<file path="config.mk">
export PLATFORM = sky130hd
export DESIGN_NAME = adc_cmd_host
export DESIGN_NICKNAME = d
export VERILOG_FILES = /design/src/rtl/adc_host_pkg.sv /design/src/rtl/adc_regbank.sv /design/src/rtl/adc_rb_fifo.sv /design/src/rtl/adc_cmd_host.sv
export SDC_FILE = /design/constraint.sdc
export NUM_CORES = 2
export LEC_CHECK = 0
export BUFFER_PORTS_ARGS = -buffer_cell sky130_fd_sc_hd__buf_2
export CAP_MARGIN = 0
export CORE_ASPECT_RATIO = 0.6
export CORE_MARGIN = 4
export CORE_UTILIZATION = 57
export CTS_BUF_LIST = sky130_fd_sc_hd__clkbuf_4
export DETAILED_ROUTE_END_ITERATION = 10
export PLACE_DENSITY = 0.73
export SLEW_MARGIN = 0
export SYNTH_ARGS = -nofsm -noshare
export SYNTH_HDL_FRONTEND = slang
export SYNTH_SLANG_ARGS = --single-unit
</file>
<file path="constraint.sdc">
create_clock -name clk -period 5.43 [get_ports clk]
set_input_delay 0.543 -clock clk [delete_from_list [all_inputs] [get_ports clk]]
set_output_delay 0.543 -clock clk [all_outputs]
set_load 0.1 [all_outputs]
</file>
<file path="src/rtl/adc_host_pkg.sv">
package adc_host_pkg;

  typedef enum logic [2:0] {
    SEL_CFG  = 3'd0,
    SEL_ISTS = 3'd1,
    SEL_IMSK = 3'd2,
    SEL_FSTS = 3'd3,
    SEL_CMD  = 3'd4,
    SEL_DATA = 3'd5,
    SEL_CTRL = 3'd6
  } reg_sel_e;

  typedef enum logic [3:0] {
    OPC_NOP = 4'd0,
    OPC_RD  = 4'd1,
    OPC_WR  = 4'd2
  } opcode_e;

  localparam logic [31:0] CFG_RST   = 32'h0000_1814;
  localparam logic [31:0] CTRL_RST  = 32'h0000_0010;
  localparam logic [31:0] CTRL_KEEP = 32'h00FF_FEFF;
  localparam logic [31:0] MASK_KEEP = 32'h0000_03FF;

  // accept rule for a decoded command word
  function automatic logic cmd_ok(input logic [3:0] op, input logic [9:0] idx,
                                  input logic [10:0] lim);
    logic in_bank;
    in_bank = ({1'b0, idx} < lim);
    return (op == OPC_NOP) || (((op == OPC_RD) || (op == OPC_WR)) && in_bank);
  endfunction

  // FIFO status word from the current level
  function automatic logic [31:0] fsts_word(input logic [3:0] lvl, input logic [3:0] full_lvl);
    logic [31:0] w;
    w        = 32'h0;
    w[10]    = 1'b1;
    w[15:12] = lvl;
    w[8]     = (lvl == 4'd0);
    w[9]     = (lvl == full_lvl);
    return w;
  endfunction

  function automatic logic over_thresh(input logic [3:0] lvl, input logic [3:0] thr);
    return lvl > thr;
  endfunction

endpackage

</file>
<file path="src/rtl/adc_regbank.sv">
module adc_regbank #(
  parameter int ENTRIES = 128,
  parameter int DW      = 16,
  localparam int IDX_W  = $clog2(ENTRIES)
) (
  input  logic             clk,
  input  logic             rst_n,
  input  logic             we,
  input  logic [IDX_W-1:0] widx,
  input  logic [DW-1:0]    wdata,
  input  logic [IDX_W-1:0] ridx,
  output logic [DW-1:0]    rdata
);

  logic [DW-1:0] mem [ENTRIES];

  always_ff @(posedge clk or negedge rst_n) begin
    if (!rst_n) begin
      for (int i = 0; i < ENTRIES; i++) mem[i] <= '0;
    end else if (we) begin
      mem[widx] <= wdata;
    end
  end

  assign rdata = mem[ridx];

endmodule

</file>
<file path="src/rtl/adc_rb_fifo.sv">
module adc_rb_fifo #(
  parameter int DEPTH  = 15,
  parameter int DW     = 16,
  localparam int PTR_W = $clog2(DEPTH),
  localparam int LVL_W = $clog2(DEPTH + 1)
) (
  input  logic             clk,
  input  logic             rst_n,
  input  logic             push,
  input  logic             pop,
  input  logic [DW-1:0]    wdata,
  output logic [DW-1:0]    head,
  output logic [LVL_W-1:0] level
);

  localparam logic [PTR_W-1:0] LAST = PTR_W'(DEPTH - 1);
  localparam logic [LVL_W-1:0] FULL = LVL_W'(DEPTH);

  logic [DW-1:0]    mem [DEPTH];
  logic [PTR_W-1:0] wr_ptr, rd_ptr;
  logic             do_push, do_pop;

  function automatic logic [PTR_W-1:0] step(input logic [PTR_W-1:0] p);
    return (p == LAST) ? '0 : p + 1'b1;
  endfunction

  assign do_push = push && (level != FULL);
  assign do_pop  = pop && (level != '0);

  always_ff @(posedge clk or negedge rst_n) begin
    if (!rst_n) begin
      for (int i = 0; i < DEPTH; i++) mem[i] <= '0;
      wr_ptr <= '0;
      rd_ptr <= '0;
      level  <= '0;
    end else begin
      if (do_push) begin
        mem[wr_ptr] <= wdata;
        wr_ptr      <= step(wr_ptr);
      end
      if (do_pop) rd_ptr <= step(rd_ptr);
      if (do_push && !do_pop)      level <= level + 1'b1;
      else if (do_pop && !do_push) level <= level - 1'b1;
    end
  end

  assign head = (level == '0) ? '0 : mem[rd_ptr];

endmodule

</file>
<file path="src/rtl/adc_cmd_host.sv">
module adc_cmd_host
  import adc_host_pkg::*;
#(
  parameter int FIFO_DEPTH   = 15,
  parameter int BANK_ENTRIES = 128,
  parameter int ADDR_W       = 5
) (
  input  logic              clk,
  input  logic              rst_n,
  input  logic              bus_valid,
  input  logic              bus_write,
  input  logic [ADDR_W-1:0] bus_addr,
  input  logic [31:0]       bus_wdata,
  output logic [31:0]       bus_rdata,
  output logic              irq
);

  localparam int LVL_W  = $clog2(FIFO_DEPTH + 1);
  localparam int BIDX_W = $clog2(BANK_ENTRIES);
  localparam logic [LVL_W-1:0] FULL_LVL = LVL_W'(FIFO_DEPTH);
  localparam logic [10:0] BANK_LIM = 11'(BANK_ENTRIES);

  // address decode
  logic       hi_zero, mapped, wr, rd;
  logic [2:0] word;

  if (ADDR_W > 5) begin : g_hi
    assign hi_zero = ~|bus_addr[ADDR_W-1:5];
  end else begin : g_nohi
    assign hi_zero = 1'b1;
  end

  assign word   = bus_addr[4:2];
  assign mapped = hi_zero && (bus_addr[1:0] == 2'b00);
  assign wr     = bus_valid && bus_write && mapped;
  assign rd     = bus_valid && !bus_write && mapped;

  // named internal events
  logic             cmd_wr, cmd_accept, chan_hold, push_req, pop_req, bank_we;
  logic [3:0]       cmd_op;
  logic [9:0]       cmd_idx;
  logic [15:0]      cmd_dat, bank_rdata, fifo_head, pend_q, pend_d;
  logic [LVL_W-1:0] fifo_level;
  logic [3:0]       thresh;

  logic [31:0] cfg_q, mask_q, ctrl_q;
  logic        gth_q;
  logic [31:0] ists_word;

  assign cmd_op     = bus_wdata[29:26];
  assign cmd_idx    = bus_wdata[25:16];
  assign cmd_dat    = bus_wdata[15:0];
  assign chan_hold  = ctrl_q[4];
  assign cmd_wr     = wr && (word == SEL_CMD);
  assign cmd_accept = cmd_wr && !chan_hold && cmd_ok(cmd_op, cmd_idx, BANK_LIM);
  assign bank_we    = cmd_accept && (cmd_op == OPC_WR);
  assign push_req   = cmd_accept;
  assign pop_req    = rd && (word == SEL_DATA);
  assign pend_d     = (cmd_op == OPC_RD) ? bank_rdata : 16'h0;
  assign thresh     = cfg_q[19:16];

  adc_regbank #(.ENTRIES(BANK_ENTRIES), .DW(16)) u_bank (
    .clk   (clk),
    .rst_n (rst_n),
    .we    (bank_we),
    .widx  (cmd_idx[BIDX_W-1:0]),
    .wdata (cmd_dat),
    .ridx  (cmd_idx[BIDX_W-1:0]),
    .rdata (bank_rdata)
  );

  adc_rb_fifo #(.DEPTH(FIFO_DEPTH), .DW(16)) u_fifo (
    .clk   (clk),
    .rst_n (rst_n),
    .push  (push_req),
    .pop   (pop_req),
    .wdata (pend_q),
    .head  (fifo_head),
    .level (fifo_level)
  );

  // pending stage
  always_ff @(posedge clk or negedge rst_n) begin
    if (!rst_n)          pend_q <= '0;
    else if (cmd_accept) pend_q <= pend_d;
  end

  // control and status registers
  always_ff @(posedge clk or negedge rst_n) begin
    if (!rst_n) begin
      cfg_q  <= CFG_RST;
      mask_q <= '1;
      ctrl_q <= CTRL_RST;
      gth_q  <= 1'b0;
    end else begin
      if (wr && word == SEL_CFG)  cfg_q  <= bus_wdata;
      if (wr && word == SEL_IMSK) mask_q <= bus_wdata & MASK_KEEP;
      if (wr && word == SEL_CTRL) ctrl_q <= bus_wdata & CTRL_KEEP;
      gth_q <= (gth_q && !(wr && word == SEL_ISTS && bus_wdata[8]))
               || over_thresh(4'(fifo_level), thresh);
    end
  end

  // bit 9 is forced back on after every update, so it reads as 1
  assign ists_word = {22'h0, 1'b1, gth_q, 8'h0};
  assign irq       = |(ists_word[9:0] & ~mask_q[9:0]);

  // registered read data
  always_ff @(posedge clk or negedge rst_n) begin
    if (!rst_n) begin
      bus_rdata <= '0;
    end else if (rd) begin
      case (word)
        SEL_CFG:  bus_rdata <= cfg_q;
        SEL_ISTS: bus_rdata <= ists_word;
        SEL_IMSK: bus_rdata <= mask_q;
        SEL_FSTS: bus_rdata <= fsts_word(4'(fifo_level), 4'(FULL_LVL));
        SEL_DATA: bus_rdata <= {16'h0, fifo_head};
        SEL_CTRL: bus_rdata <= ctrl_q;
        default:  bus_rdata <= '0;
      endcase
    end else begin
      bus_rdata <= '0;
    end
  end

endmodule

</file>
==> run summary <==
- run status: completed
- overall die width: 575 µm
- Critical Path, Cell by Cell: dlygate4sd3_1 -> buf_12 -> buf_4 -> mux2i_1 -> o22ai_1 -> o21ai_0 -> a41oi_1 -> nor4_1 -> o21ai_0
- final routed DRC violation total: 0
- critical path data arrival time: 5.18 ns
- Max stage delay cell, worst path: sky130_fd_sc_hd__a41oi_1
- Netlist cell types: 59
- part of the cycle the worst path needs: 76.5%
- CP endpoint kind: flip-flop
- data required time of the critical path: 6.45 ns
- most common cell after layout, fill and taps aside: sky130_fd_sc_hd__dfrtp_1
- xor-xnor portion of the synthesized cell area: 0.0478%
- Clk Tree Root Cell: sky130_fd_sc_hd__clkbuf_4
- initial core utilization: 57.6%
- number of buffers added by the clock tree synthesis step: 576
- via density per instance: 6.45
- TritonCTS clock tree: built
- total grt overflow: 0
- Async S/R FF share, synth: 100%
- worst flop-to-flop path endpoint: u_bank.mem[210]
- number of sinks handled by clock tree synthesis: 2,415
- r2r worst-path depth: 6
- total power consumption of the routed design: 34.7 mW
- category of the most critical setup path: input port to flip-flop
- synthesized-area fraction occupied by ao, oa, aoi and oai cells: 5.22%
- Boundary Pins: 74
- clk slew on worst S/H paths: 0.07 ns
- part of the Yosys area used for sequential elements: 54.9%
- GRT Util Overall: 31.5%
- syn nets: 7,985
- number of endpoints failing setup at the final stage: 0
- Final nets: 8,237
- chip height: 348 µm
- area enclosed by the die boundary: 0.200 mm²
- MaxCap Viol Count: 0
- count of buffers added by post-CTS timing repair for setup: 0
- half-perimeter wire length after placement: 198,000 µm
- floorplan core area: 0.191 mm²
- start point of the critical path: bus_wdata[16]
- maximum fanout along the worst path: 93
- areal power density over the cells: 287 mW/mm²
- worst vdd ir: 0.181 mV
- flip-flop cell with the highest count after synthesis: sky130_fd_sc_hd__dfrtp_1
- Flop pwr share: 52.3%
- switching part of the total: 24.7%
- achievable clock frequency: 0.241 GHz
- post-synthesis mux area share: 34.9%
- #FFs+latches synth: 2,415
- clock latency of the later-clocked register in the worst-skew pair: 1.25 ns
- max-slew violation count: 0
- startpoint types: input port
- simple-gate share of the synthesized area: 1.86%
- clock power share: 42.6%
- fraction of the mapped netlist area in adder cells: 0.108%
- reg-to-reg slack, setup: 1.36 ns
- part of the total power dissipated in combinational logic: 5.1%
- path type of the worst min-delay path: input port to flip-flop
- cell row count: 124
- maximum single-stage delay on the critical path: 0.83 ns
- static power due to leakage: 59.7 nW
- cell area after synthesis: 0.110 mm²
- cells taking the most area after synthesis: sky130_fd_sc_hd__dfrtp_1 (55%), sky130_fd_sc_hd__mux2_2 (24%), sky130_fd_sc_hd__mux2i_1 (9.6%)
- vias in the first global route: 73,709
- Rel. slew slack: 9.77%
- fraction of final layout cells sized beyond drive strength 1: 44.1%
- Yosys warning count: 0
- first-pass GRT wire length: 479,000 µm
- number of violations reported at the end of detailed-routing iteration 0: 7,046
- Avg Synthesized Cell Area: 13.9 µm²
- CP most frequent cell: sky130_fd_sc_hd__o21ai_0
- commonest cells after routing, fill and taps aside: sky130_fd_sc_hd__dfrtp_1 (2,397), sky130_fd_sc_hd__mux2_2 (2,343), sky130_fd_sc_hd__mux2i_1 (1,060)
- EDFF count, synth: 0
- largest net degree at the start of global routing: 173
- post-route setup TNS: 0 ns
- RePlAce Congestion: 0.901
- slew of the pin with the lowest slew margin: 1.34 ns
- area share of the largest cell type after synthesis: 54.5%
- internal power summed over all cells: 26.1 mW
- count of buffers from port buffering: 73
- CTS H-tree lvls: 6
- minimum period implied by the final worst setup slack: 4.15 ns
- cell type with the largest total area after synthesis: sky130_fd_sc_hd__dfrtp_1
- dominant combinational cell family by area after synthesis: multiplexers
- post-route ant nets: 0
- Wirelength per Cell: 28.7 µm
- total net switching power: 8.57 mW
- worst flop-to-flop path startpoint: ctrl_q[4]
- clk_skew: 0.0747 ns
- sum of routed wire length over all layers: 320,000 µm
- Via Count: 71,818
- maximum buffer depth of the clock tree: 4
- Hold Slack: 0.0671 ns
- number of antenna violations at the first check in global routing: 25
- worst setup path endpoint: pend_q[3]
- Synth Instances: 7,936
- length of the first detailed-routing pass in iterations: 5
- area added between synthesis and finish: 9.67%
- hold violation total from the final report: 0
- RSZ-0062 raised after global routing: no
==> power groups by stage <==
stage,Sequential (mW),Combinational [mW],Clock (mW)
after floorplan,18.4,0.831,0
after global placement,18.5,1.69,0
after detailed placement,18.5,1.73,0
after CTS,18.1,1.76,15.0
after global routing,18.1,1.87,16.0
final,18.1,1.77,14.8
==> metrics by stage <==
stage,utilization (%),area [µm²],setup slack (ns),instances
2_1_floorplan,-,110000,2.37,7936
6_report,63.1,121000,1.28,11141
4_1_cts,63.1,121000,1.50,11129
3_5_place_dp,59.3,113000,0.868,10158
5_1_grt,63.1,121000,1.18,11131
3_3_place_gp,59.3,113000,0.879,10158
==> logic make-up after synthesis <==
group	count (synthesis)
AO/OA/AOI/OAI	948
adder cells (fa/ha/maj)	9
XOR/XNOR	6
multiplexers	3471
buffers and inverters	735
AND/OR/NAND/NOR	352
flip-flops	2415
==> sequential cells by signal (all words and copies together) (netlist names) <==
name and cells:
ctrl_q 23, u_fifo.wr_ptr 4, mask_q 11, u_fifo.rd_ptr 4
cfg_q 32, u_fifo.level 4, u_fifo.mem 240, u_bank.mem 2048
bus_rdata 32, gth_q 1, pend_q 16
==> area by class of cell <==
type                            count  area, µm²
Multi-Input combinational cell   4786      46400
Clock inverter                    111        825
Sequential cell                  2415      60500
Tap cell                         2583       3230
Inverter                           10       37.5
Fill cell                       14404      70400
Clock buffer                      825       6190
Timing Repair Buffer              399       3500
Antenna cell                       12       30.0
==> how the worst min path moves through the flow <==
stage                          startpoint  slack (ns)                to  cells past startpoint
after floorplan                     rst_n        0.25      bus_rdata[0]                      0
after global placement    u_fifo.mem[184]        0.47   u_fifo.mem[184]                      1
after detailed placement  u_fifo.mem[184]        0.48   u_fifo.mem[184]                      1
after CTS                       bus_valid      0.0004             gth_q                      4
after global routing        bus_wdata[10]        0.05  u_bank.mem[1882]                      2
final                       bus_wdata[10]        0.07  u_bank.mem[1882]                      2
==> cells in the mapped netlist (all sizes together) (10+ instances only) <==
master	number
dfrtp	2399
mux2	2356
mux2i	1060
o22ai	512
clkbuf	471
o21ai	301
buf	254
nor2	184
nand2	75
a41oi	64
mux4	55
a21oi	37
a221oi	20
nand3	20
dfstp	16
nor4	16
nor2b	12
inv	10
==> per-layer routing <==
layer,wire [µm],track usage (%),up-vias
li1,-,-,29807
met1,144000,47.6,38098
met2,134000,43.8,3272
met3,32900,9.47,629
met4,9070,9.56,12
met5,77,0,-
==> worst max-delay path, delay by kind of cell <==
family | cells | cell delay (ns)
buffers and inverters | 3 | 1.79
multiplexers | 1 | 0.26
AO/OA/AOI/OAI | 4 | 1.87
AND/OR/NAND/NOR | 1 | 0.52
==> timing repair <==
item	4_1_cts	5_1_grt
gates resized for setup	0	0
hold endpoints to repair	835	0
hold buffers	35	0
Note: power is estimated with default switching activity, not from simulation.
